### config.mk
export PLATFORM = sky130hd
export DESIGN_NAME = kp_matrix_reader
export DESIGN_NICKNAME = d
export VERILOG_FILES = /design/src/rtl/kp_pkg.sv /design/src/rtl/kp_sync.sv /design/src/rtl/kp_select_reg.sv /design/src/rtl/kp_fall_irq.sv /design/src/rtl/kp_matrix_reader.sv
export SDC_FILE = /design/constraint.sdc
export NUM_CORES = 1
export LEC_CHECK = 0
export CORE_MARGIN = 2
export CORE_UTILIZATION = 40
export CTS_CLUSTER_DIAMETER = 50
export DETAILED_ROUTE_END_ITERATION = 10
export PLACE_DENSITY_LB_ADDON = 0.1
export SLEW_MARGIN = 20
export SYNTH_ARGS = -nofsm -noshare
export SYNTH_HDL_FRONTEND = slang
export SYNTH_SLANG_ARGS = --single-unit
### constraint.sdc
create_clock -name clk -period 1.24 [get_ports clk]
set_input_delay 0.248 -clock clk [delete_from_list [all_inputs] [get_ports clk]]
set_output_delay 0.248 -clock clk [all_outputs]
set_load 0.02 [all_outputs]
### src/rtl/kp_pkg.sv
package kp_pkg;

    localparam int KEYS_PER_GROUP = 4;
    localparam int REG_W          = 8;
    localparam int SEL_W          = 2;
    localparam int PAD_W          = REG_W - SEL_W - KEYS_PER_GROUP;

    typedef logic [KEYS_PER_GROUP-1:0] key_nib_t;

    // Select field, bit 5 then bit 4; a 0 selects the group
    typedef struct packed {
        logic act_off;
        logic dir_off;
    } grp_sel_t;

    typedef struct packed {
        logic down;
        logic up;
        logic left;
        logic right;
    } dir_keys_t;

    typedef struct packed {
        logic start;
        logic sel;
        logic b;
        logic a;
    } act_keys_t;

    localparam grp_sel_t SEL_NONE = '{act_off: 1'b1, dir_off: 1'b1};

    function automatic key_nib_t merge_groups(grp_sel_t s, dir_keys_t d, act_keys_t a);
        key_nib_t r;
        r = '1;
        if (!s.dir_off) r = r & key_nib_t'(d);
        if (!s.act_off) r = r & key_nib_t'(a);
        return r;
    endfunction

    function automatic logic [REG_W-1:0] pack_reg(grp_sel_t s, key_nib_t k);
        return {{PAD_W{1'b1}}, s, k};
    endfunction

endpackage

### src/rtl/kp_sync.sv
module kp_sync #(
    parameter int W       = 4,
    parameter int STAGES  = 2,
    parameter logic [W-1:0] RST_VAL = '1
) (
    input  logic         clk,
    input  logic         rst,
    input  logic [W-1:0] d,
    output logic [W-1:0] q
);
    logic [STAGES-1:0][W-1:0] chain;

    generate
        for (genvar s = 0; s < STAGES; s++) begin : g_stage
            if (s == 0) begin : g_first
                always_ff @(posedge clk) begin
                    if (rst) chain[0] <= RST_VAL;
                    else     chain[0] <= d;
                end
            end else begin : g_next
                always_ff @(posedge clk) begin
                    if (rst) chain[s] <= RST_VAL;
                    else     chain[s] <= chain[s-1];
                end
            end
        end
    endgenerate

    assign q = chain[STAGES-1];
endmodule

### src/rtl/kp_select_reg.sv
module kp_select_reg
    import kp_pkg::*;
(
    input  logic             clk,
    input  logic             rst,
    input  logic             wr_en,
    input  logic [REG_W-1:0] wr_data,
    output grp_sel_t         sel
);
    localparam int SEL_LSB = KEYS_PER_GROUP;

    always_ff @(posedge clk) begin
        if (rst)        sel <= SEL_NONE;
        else if (wr_en) sel <= grp_sel_t'(wr_data[SEL_LSB +: SEL_W]);
    end
endmodule

### src/rtl/kp_fall_irq.sv
module kp_fall_irq
    import kp_pkg::*;
(
    input  logic     clk,
    input  logic     rst,
    input  key_nib_t keys,
    output logic     irq
);
    key_nib_t prev;

    always_ff @(posedge clk) begin
        if (rst) begin
            prev <= '1;
            irq  <= 1'b0;
        end else begin
            prev <= keys;
            irq  <= |(prev & ~keys);
        end
    end
endmodule

### src/rtl/kp_matrix_reader.sv
module kp_matrix_reader
    import kp_pkg::*;
#(
    parameter int SYNC_STAGES = 2
) (
    input  logic       clk,
    input  logic       rst,
    input  logic       wr_en,
    input  logic [7:0] wr_data,
    input  logic [3:0] btn_dir_n,
    input  logic [3:0] btn_act_n,
    output logic [7:0] rd_data,
    output logic       irq
);
    localparam int RAW_W = 2 * KEYS_PER_GROUP;

    logic [RAW_W-1:0] raw_all;
    logic [RAW_W-1:0] syn_all;
    dir_keys_t        dir_s;
    act_keys_t        act_s;
    grp_sel_t         sel;
    key_nib_t         keys;

    assign raw_all = {btn_act_n, btn_dir_n};

    kp_sync #(.W(RAW_W), .STAGES(SYNC_STAGES), .RST_VAL('1)) i_sync (
        .clk (clk),
        .rst (rst),
        .d   (raw_all),
        .q   (syn_all)
    );

    assign dir_s = dir_keys_t'(syn_all[KEYS_PER_GROUP-1:0]);
    assign act_s = act_keys_t'(syn_all[RAW_W-1:KEYS_PER_GROUP]);

    kp_select_reg i_sel (
        .clk     (clk),
        .rst     (rst),
        .wr_en   (wr_en),
        .wr_data (wr_data),
        .sel     (sel)
    );

    assign keys    = merge_groups(sel, dir_s, act_s);
    assign rd_data = pack_reg(sel, keys);

    kp_fall_irq i_irq (
        .clk  (clk),
        .rst  (rst),
        .keys (keys),
        .irq  (irq)
    );
endmodule

==> run summary, run 1 <==
Max Slew Vio Count - 0
family with the most delay on the worst path - flip-flops
total power - 1280 uW
Startpoint Class - flop
number of diodes - 0
Final Instance Area - 1050 um2
CP max stage delay - 390 ps
Seq pwr share - 61.7%
synth-to-layout area growth - 46.4%
kind of critical path - flop to output pin
Comb pwr share - 12.7%
commonest non-fill, non-tap cell in the layout - dfxtp_1
area share of the leading cell type in the synthesized netlist - 64.0%
Net Sw Power - 279 uW
crit path capture type - output pin
CTS Buf Count - 3
min Tclk post-route - 1360 ps
Post-Route Skew - 0.890 ps
Unique masters post-synth - 15
CP max stage cell - dfxtp_4
Fmax - 0.734 GHz
Final HPWL DP - 721 um
Area contributors post-synth - dfxtp_1 (64%), or2_2 (11%), nand2b_1 (3.5%)
routed wire length - 1.05 mm
final period utilization - 110%
Clk Latency, worst-skew pair - 300 ps
FF+latch count, synth - 23
switching share of power - 21.8%
placed standard-cell area - 980 um2
CP arrival - 1110 ps
pre-CTS worst setup slack - -209 ps
layout cells sized above 1 - 42.4%
remaining antenna violation count - 0
HP Class - flop to flop
number of port buffers - 19
VDD IR-drop max - 0.751 mV
DRC viols - 0
Worst EP required - 990 ps
LEAKAGE - 0.000405 uW
Die Y - 46.4 um
Detailed Routing Iterations Pass 1 - 4
DIE AREA - 2150 um2
row cnt - 15
RSZ-0062 raised after global routing - true
via count of the first global-routing pass - 446
total vias in the final route - 479
critical path's most frequent cell - buf_6
Final Hold Viols - 0
Setup-failing EPs final - 4
DR iter-0 viols - 5
wire per inst - 9.00 um
Yosys Warn Count - 0
Vias/cell - 4.09
status - finished with violations
CP Max Fanout - 5
num ports - 28
H-tree lvl count - 1
power share of the clock group - 25.6%
failing checks - setup timing
CP bufs+invs - 3
clock buffer depth - 2
P_int - 1000 uW
placed cells - 111
cell taking the most area after synthesis - dfxtp_1
Overall Global Routing Usage - 12.8%
Post-Layout Cell Count - 117
Root Buffer - clkbuf_4
clock sinks - 23
total gr overflow - 0
largest net degree at the start of global routing - 24
utilization after layout - 61.7%
Starting Density - 42.1%
CTS tree - done
post-route setup slack - -123 ps
register area share after synthesis - 64.0%
commonest cells after routing, fill and taps aside - dfxtp_1 (21), or2_2 (13), clkdlybuf4s50_1 (12)
Pwr per Cell Area - 1210 nW/um2
fin nets - 112
antenna violations before repair - 0
Die W - 46.4 um
worst path cell trace - buf_6 -> o22ai_4 -> inv_2 -> buf_6
GPL Wtd Cong - 0.740
Max Cap Viol - 0
Reg clk slew, reported paths - 110 ps
Synth Instances - 63
Core Box Area - 1710 um2
Synth Area per Inst - 11.4 um2
first-pass GRT wire length - 1.89 mm
cell area after synthesis - 719 um2
[state kept, by name (all words and copies together) (netlist names)]
register and flops:
i_irq.irq 1, i_sync.q 8, i_irq.prev 4, i_sync.chain 8
i_sel.sel 2
[cells by family (layout without fill, tap and decap cells)]
family / after synthesis / after routing / synth area share, %
and+or+nand+nor: 22 / 22 / 19.1
buffers and inverters: 8 / 36 / 6.26
DFF: 23 / 23 / 64.0
AOI/OAI and AO/OA: 9 / 9 / 10.1
other: 1 / 2 / 0.521
[cell usage after synthesis]
cell type  number
or2_1           3
buf_4           2
a22oi_1         2
a21oi_2         1
inv_1           4
clkbuf_1        1
o22ai_2         1
or2_2          13
dfxtp_1        23
nor2b_1         2
nand2b_1        4
buf_6           1
o22ai_1         3
a211o_1         2
conb_1          1
[path summary, 6_finish.rpt]
check                           slack, ps  cells after the start       startpoint           to
worst max-delay path                 -120                      4     i_sel.sel[0]   rd_data[0]
worst min-delay path                  420                      1  i_sync.chain[6]  i_sync.q[6]
worst max register to register        160                      5     i_sel.sel[1]    i_irq.irq
worst min register to register        420                      1  i_sync.chain[6]  i_sync.q[6]
[power by group through the flow]
stage / Clock (uW) / Sequential [uW] / Combinational, uW
2_1_floorplan: 0 / 809 / 63.2
3_3_place_gp: 0 / 802 / 148
3_5_place_dp: 0 / 803 / 150
4_1_cts: 344 / 789 / 157
5_1_grt: 379 / 795 / 176
6_report: 328 / 789 / 162
[metrics by stage]
stage | hold WS [ps] | setup TNS (ps)
finish | 416 | -329
global route | 433 | -574
CTS | 417 | -372
detailed placement | 392 | -1490
global placement | 388 | -1360
floorplan | 347 | 0
[layout make-up]
type / count / area, um2
clock buffers: 4 / 26.3
fillers: 161 / 654
inverters: 4 / 15.0
multi-input cells: 33 / 244
flip-flops and latches: 23 / 468
well taps: 25 / 31.3
repair buffers: 28 / 269
[layer usage]
layer / global-route usage (%) / part of all wire (%)
met1: 15.5 / 45
met2: 19.7 / 48
met3: 3.53 / 5.5
met4: 8.57 / 1.1
met5: 0 / 0
[what timing repair did]
action / CTS / global route
setup buffers: 2 / 0
resized for setup: 38 / 6
setup endpoints to repair: 7 / 7
pin swaps: 2 / 0
hold buffers: 0 / 0
Note: power is estimated with default switching activity, not from simulation.
==> inputs of run 2 (changes only) <==
- HOLD_SLACK_MARGIN: not set -> 0.02
- clock period: 1.24 -> 1.5 ns (I/O delays scaled with it)
==> run 2 against run 1 <==
Net effect: the run now ends clean; cell area is 3.9% lower; worst hold slack hardly changed; die area stayed put; power is 18% lower; critical path depth is 2 lower.
==> run summary, run 2 (synthesis gave the netlist of run 1 again) <==
Pwr per Cell Area - 1030 nW/um2 (was 1210 nW/um2)
Hold Startpoint - i_sync.chain[4] (was i_sync.chain[6])
CP Max Fanout - 5 (unchanged)
Overall Global Routing Usage - 12.5% (was 12.8%)
Vias/cell - 4.11 (was 4.09)
crit path capture type - output pin (unchanged)
Reg-to-Reg Start - i_sel.sel[1] (unchanged)
Final Hold Viols - 0 (unchanged)
clock sinks - 23 (unchanged)
H-tree lvl count - 1 (unchanged)
Max Cap Viol - 0 (unchanged)
Startpoint Class - flop (unchanged)
commonest cells after routing, fill and taps aside - dfxtp_1 (21), or2_2 (13), clkdlybuf4s50_1 (12) (unchanged)
remaining antenna violation count - 0 (unchanged)
Final HPWL DP - 724 um (was 721 um)
Root Buffer - clkbuf_4 (unchanged)
DRC viols - 0 (unchanged)
Setup-failing EPs final - 0 (was 4)
Worst EP required - 1200 ps (was 990 ps)
number of port buffers - 19 (unchanged)
VDD IR-drop max - 0.707 mV (was 0.751 mV)
Reg2Reg Depth - 4 (was 5)
number of diodes - 0 (unchanged)
kind of critical path - flop to output pin (unchanged)
WHS Path Cells - 1 (unchanged)
commonest non-fill, non-tap cell in the layout - dfxtp_1 (unchanged)
Starting Density - 42.1% (unchanged)
HP Class - flop to flop (unchanged)
Post-Route Skew - 7.15 ps (was 0.890 ps)
Fmax - 0.703 GHz
largest net degree at the start of global routing - 24 (unchanged)
FILL cells - 159 (was 161)
CTS Buf Count - 3 (unchanged)
Clk Latency, worst-skew pair - 300 ps (about the same)
worst path cell trace - buf_4 -> clkdlybuf4s15_1 (was buf_6 -> o22ai_4 -> inv_2 -> buf_6)
via count of the first global-routing pass - 436 (was 446)
RSZ-0062 raised after global routing - false (was true)
first-pass GRT wire length - 1.75 mm (was 1.89 mm)
Core Box Area - 1710 um2 (unchanged)
Max Slew Vio Count - 0 (unchanged)
Final Instance Area - 1010 um2 (was 1050 um2)
fin nets - 109 (was 112)
r2r endpoint - i_irq.irq (unchanged)
antenna violations before repair - 0 (unchanged)
DR iter-0 viols - 0 (was 5)
total gr overflow - 0 (unchanged)
Reg clk slew, reported paths - 120 ps (was 110 ps)
placed standard-cell area - 972 um2 (was 980 um2)
FF-to-FF setup slack - 470 ps (was 160 ps)
min Tclk post-route - 1420 ps
num ports - 28 (unchanged)
# Post-CTS Setup Buffers - 0 (was 2)
CP max stage delay - 410 ps (was 390 ps)
Min Hold Slack - 417 ps (was 416 ps)
wire per inst - 9.59 um (was 9.00 um)
DIE AREA - 2150 um2 (unchanged)
routed wire length - 1.09 mm (was 1.05 mm)
clock buffer depth - 2 (unchanged)
final period utilization - 94.8%
layout cells sized above 1 - 38.2% (was 42.4%)
Die Y - 46.4 um (unchanged)
CP max stage cell - dfxtp_4 (unchanged)
synth-to-layout area growth - 40.7% (was 46.4%)
row cnt - 15 (unchanged)
LEAKAGE - 0.000389 uW (was 0.000405 uW)
Die W - 46.4 um (unchanged)
Hold Crit Endpoint - i_sync.q[4] (was i_sync.q[6])
Detailed Routing Iterations Pass 1 - 1 (was 4)
GPL Wtd Cong - 0.687 (was 0.740)
CTS tree - done (unchanged)
total vias in the final route - 468 (was 479)
CP arrival - 1120 ps (was 1110 ps)
status - completed (was finished with violations)
[run 2: area by class of cell]
class | instances | area, um2 | share of cell area, %
Inverter | 4 | 15.0 | 1.48
Clock buffer | 3 | 22.5 | 2.22
Timing Repair Buffer | 25 | 226 | 22.4
Tap cell | 25 | 31.3 | 3.09
Multi-Input combinational cell | 33 | 244 | 24.1
Sequential cell | 23 | 468 | 46.2
Clock inverter | 1 | 5.00 | 0.494
[run 2: worst max-delay path by stage]
stage	from	end	slack [ps]
2_1_floorplan	i_sel.sel[1]	rd_data[2]	370
3_3_place_gp	i_sel.sel[0]	rd_data[3]	-20
3_5_place_dp	i_sel.sel[0]	rd_data[3]	-30
4_1_cts	i_sel.sel[1]	rd_data[2]	-40
5_1_grt	i_sel.sel[1]	rd_data[5]	10
6_report	i_sel.sel[1]	rd_data[5]	80
[run 2: per-layer routing]
layer	vias up	wire length, um	global-route usage (%)
met1	204	480	14.1
li1	248	-	-
met4	0	10	8.57
met2	14	533	19.2
met5	-	0	0
met3	2	68	4.71
[run 2: metrics by stage]
stage	instances	utilization [%]	worst slack, ps	power (uW)	setup TNS, ps
final	114	59.3	78.4	1040	0
after global routing	114	59.3	10.1	1090	0
after CTS	114	59.5	-38.5	1060	-97.5
after detailed placement	110	56.9	-28.8	787	-28.8
after global placement	110	56.9	-17.5	784	-17.5
after floorplan	64	-	371	721	0
[run 2: repair_timing]
item	4_1_cts	5_1_grt
hold buffers	0	0
hold endpoints to repair	0	0
endpoints found under the setup margin	7	6
gates resized for setup	15	11
gates cloned	0	0
[run 2: worst max-delay path, delay by kind of cell (launching register included)]
kind	cells	cell delay (ps)
buf+inv	2	420
flops	1	410
[run 2: power breakdown]
group	internal, uW	switching, uW
Sequential	638	16.5
Clock	99.3	173
Combinational	74.0	44.8
Total	811	234
==> inputs of run 3 (changes only) <==
- CORE_UTILIZATION: 40 -> 42
- SYNTH_HIERARCHICAL: not set -> 1
==> run 3 against run 2 <==
Net effect: maximum frequency shrank 2.4%; clock power increased by 2%; synthesized area grew 9.7%; synthesized cell count up 7.9%; critical endpoint is now rd_data[0]; clock skew up 1.9 ps; cell area decreased by 3.3%; sequential cell count is the same; power down 1.3%; cell count down 3.5%; critical path depth unchanged.
==> run summary, run 3 <==
Synth Area per Inst - 11.6 um2 (was 11.4 um2)
clock buffer depth - 2 (unchanged)
met1 GRT Util - 13.5% (was 14.1%)
HP Class - flop to flop (unchanged)
VDD IR-drop max - 0.546 mV (was 0.707 mV)
Post-Layout Cell Count - 110 (was 114)
CP Max Fanout - 5 (unchanged)
top_reg_cell synth - dfxtp_1 (unchanged)
Synth Area in XOR/XNOR - 0% (unchanged)
layout cells sized above 1 - 20.0% (was 38.2%)
commonest non-fill, non-tap cell in the layout - dfxtp_1 (unchanged)
CP arrival - 1160 ps (was 1120 ps)
DR iter-0 viols - 3 (was 0)
Fmax - 0.687 GHz (was 0.703 GHz)
Overall Global Routing Usage - 11.9% (was 12.5%)
placed cells - 106 (was 110)
Post-synth ARST share - 0% (unchanged)
antenna violations before repair - 0 (unchanged)
area share of the leading cell type in the synthesized netlist - 58.3% (was 64.0%)
post-synthesis mux area share - 0% (unchanged)
H-tree lvl count - 1 (unchanged)
Core Box Area - 1750 um2 (was 1710 um2)
register area share after synthesis - 58.3% (was 64.0%)
Post-synth EDFFs - 0 (unchanged)
Clk Latency, worst-skew pair - 310 ps (was 300 ps)
num ports - 28 (unchanged)
Vias/cell - 4.11 (about the same)
final period utilization - 97.1% (was 94.8%)
number of port buffers - 19 (unchanged)
total vias in the final route - 452 (was 468)
total gr overflow - 0 (unchanged)
CTS Buf Count - 3 (unchanged)
grt met2 use - 17.0% (was 19.2%)
Max Slew Vio Count - 0 (unchanged)
Unique masters post-synth - 12 (was 15)
family with the most delay on the worst path - flip-flops (was buffers and inverters)
wire per inst - 8.95 um (was 9.59 um)
M3 GR Usage - 5.00% (was 4.71%)
Die W - 47.4 um (was 46.4 um)
# Post-CTS Setup Buffers - 0 (unchanged)
Area contributors post-synth - dfxtp_1 (58%), or2_1 (15%), buf_4 (9.5%) (was dfxtp_1 (64%), or2_2 (11%), nand2b_1 (3.5%))
Starting Density - 45.2% (was 42.1%)
via count of the first global-routing pass - 405 (was 436)
routed wire length - 985 um (was 1.09 mm)
Min Hold Slack - 416 ps (was 417 ps)
Final HPWL DP - 716 um (was 724 um)
Pwr per Cell Area - 1050 nW/um2 (was 1030 nW/um2)
simple-gate share of the synthesized area - 21.6% (was 19.1%)
Detailed Routing Iterations Pass 1 - 2 (was 1)
worst path cell trace - o22a_1 -> clkdlybuf4s15_2 (was buf_4 -> clkdlybuf4s15_1)
largest net degree at the start of global routing - 19 (was 24)
remaining antenna violation count - 0 (unchanged)
min Tclk post-route - 1460 ps (was 1420 ps)
GPL Wtd Cong - 0.684 (was 0.687)
busiest grt layer - met2 (unchanged)
cell area after synthesis - 790 um2 (was 719 um2)
RSZ-0062 raised after global routing - true (was false)
Post-Route Skew - 9.08 ps (was 7.15 ps)
first-pass GRT wire length - 1.68 mm (was 1.75 mm)
LEAKAGE - 0.000373 uW (was 0.000389 uW)
Startpoint Class - flop (unchanged)
CP bufs+invs - 1 (was 2)
Synth Instances - 68 (was 63)
Worst EP required - 1200 ps (about the same)
Max Cap Viol - 0 (unchanged)
crit path capture type - output pin (unchanged)
Reg clk slew, reported paths - 110 ps (was 120 ps)
Compound-Gate Fraction of Synth Area - 8.72% (was 10.1%)
Yosys Warn Count - 6 (was 0)
cell taking the most area after synthesis - dfxtp_1 (unchanged)
status - completed (unchanged)
CP max stage cell - dfxtp_2 (was dfxtp_4)
kind of critical path - flop to output pin (unchanged)
Post-Synth Adder-Cell Area - 0% (unchanged)
fin nets - 105 (was 109)
commonest cells after routing, fill and taps aside - dfxtp_1 (21), or2_1 (19), clkdlybuf4s50_1 (12) (was dfxtp_1 (21), or2_2 (13), clkdlybuf4s50_1 (12))
Die Y - 47.4 um (was 46.4 um)
row cnt - 15 (unchanged)
synth-to-layout area growth - 23.9% (was 40.7%)
CTS tree - done (unchanged)
Root Buffer - clkbuf_4 (unchanged)
CP max stage delay - 360 ps (was 410 ps)
FF+latch count, synth - 23 (unchanged)
DRC viols - 0 (unchanged)
Final Hold Viols - 0 (unchanged)
largest family of logic cells by synthesized area - simple AND/OR/NAND/NOR gates (unchanged)
count leader, synth - dfxtp_1 (unchanged)
number of diodes - 0 (unchanged)
Setup-failing EPs final - 0 (unchanged)
total power - 1030 uW (was 1040 uW)
Post-synth top cells - dfxtp_1 (23), or2_1 (19), buf_4 (10), o22a_1 (4), nand2b_1 (3) (was dfxtp_1 (23), or2_2 (13), inv_1 (4), nand2b_1 (4))
clock sinks - 23 (unchanged)
Final Instance Area - 978 um2 (was 1010 um2)
placed standard-cell area - 958 um2 (was 972 um2)
DIE AREA - 2240 um2 (was 2150 um2)
## run 3: cell types whose count changed after synthesis, moves of 2 or more
cell | previous run | this run
a22oi_1 | 2 | 0
buf_4 | 2 | 10
o22a_1 | 0 | 4
inv_1 | 4 | 0
or2_2 | 13 | 1
or2_1 | 3 | 19
o22ai_1 | 3 | 0
## run 3: logic make-up after synthesis
logic type	after synthesis
flip-flops	23
other	1
AND/OR/NAND/NOR	26
buffers and inverters	11
AO/OA/AOI/OAI	7
## run 3: final cells by class
| cell class | count | area, um2 |
|---|---|---|
| tap | 25 | 31.3 |
| fill | 161 | 767 |
| sequential | 23 | 463 |
| timing repair buffer | 23 | 210 |
| clock inverter | 1 | 5.00 |
| clock buffer | 3 | 22.5 |
| multi-input combinational | 35 | 246 |
## run 3: stage by stage
stage | utilization [%] | setup TNS, ps | worst slack (ps)
2_1_floorplan | - | 0 | 293
3_3_place_gp | 54.9 | -28.3 | -10.0
3_5_place_dp | 54.9 | -32.8 | -13.2
4_1_cts | 56.7 | 0 | 23.9
5_1_grt | 56.1 | -41.3 | -20.8
6_report | 56.1 | 0 | 44.0
## run 3: what timing repair did
action | in CTS | in global routing
cloned | 0 | 0
endpoints found under the setup margin | 7 | 5
gates resized for setup | 17 | 3
hold endpoints to repair | 0 | 0
hold buffers | 0 | 0
## run 3: power breakdown
part,internal [uW],switching (uW),total [uW]
Clock,99.5,177,277
Sequential,639,10.3,650
Combinational,63.9,41.0,105
Total,803,229,1030
## run 3: per-layer routing
| metal | vias up | routed length (um) |
|---|---|---|
| met2 | 15 | 431 |
| met5 | - | 0 |
| met4 | 0 | 12 |
| met1 | 197 | 458 |
| met3 | 2 | 82 |
| li1 | 238 | - |
## run 3: path summary, 6_finish.rpt
check	startpoint	end	slack, ps	cells past startpoint
hold / removal	i_sync/chain[3]	i_sync/q[3]	420	1
hold reg to reg	i_sync/chain[3]	i_sync/q[3]	420	1
setup / recovery	i_sel/sel[0]	rd_data[0]	40	2
setup reg to reg	i_sel/sel[0]	i_irq/irq	430	4
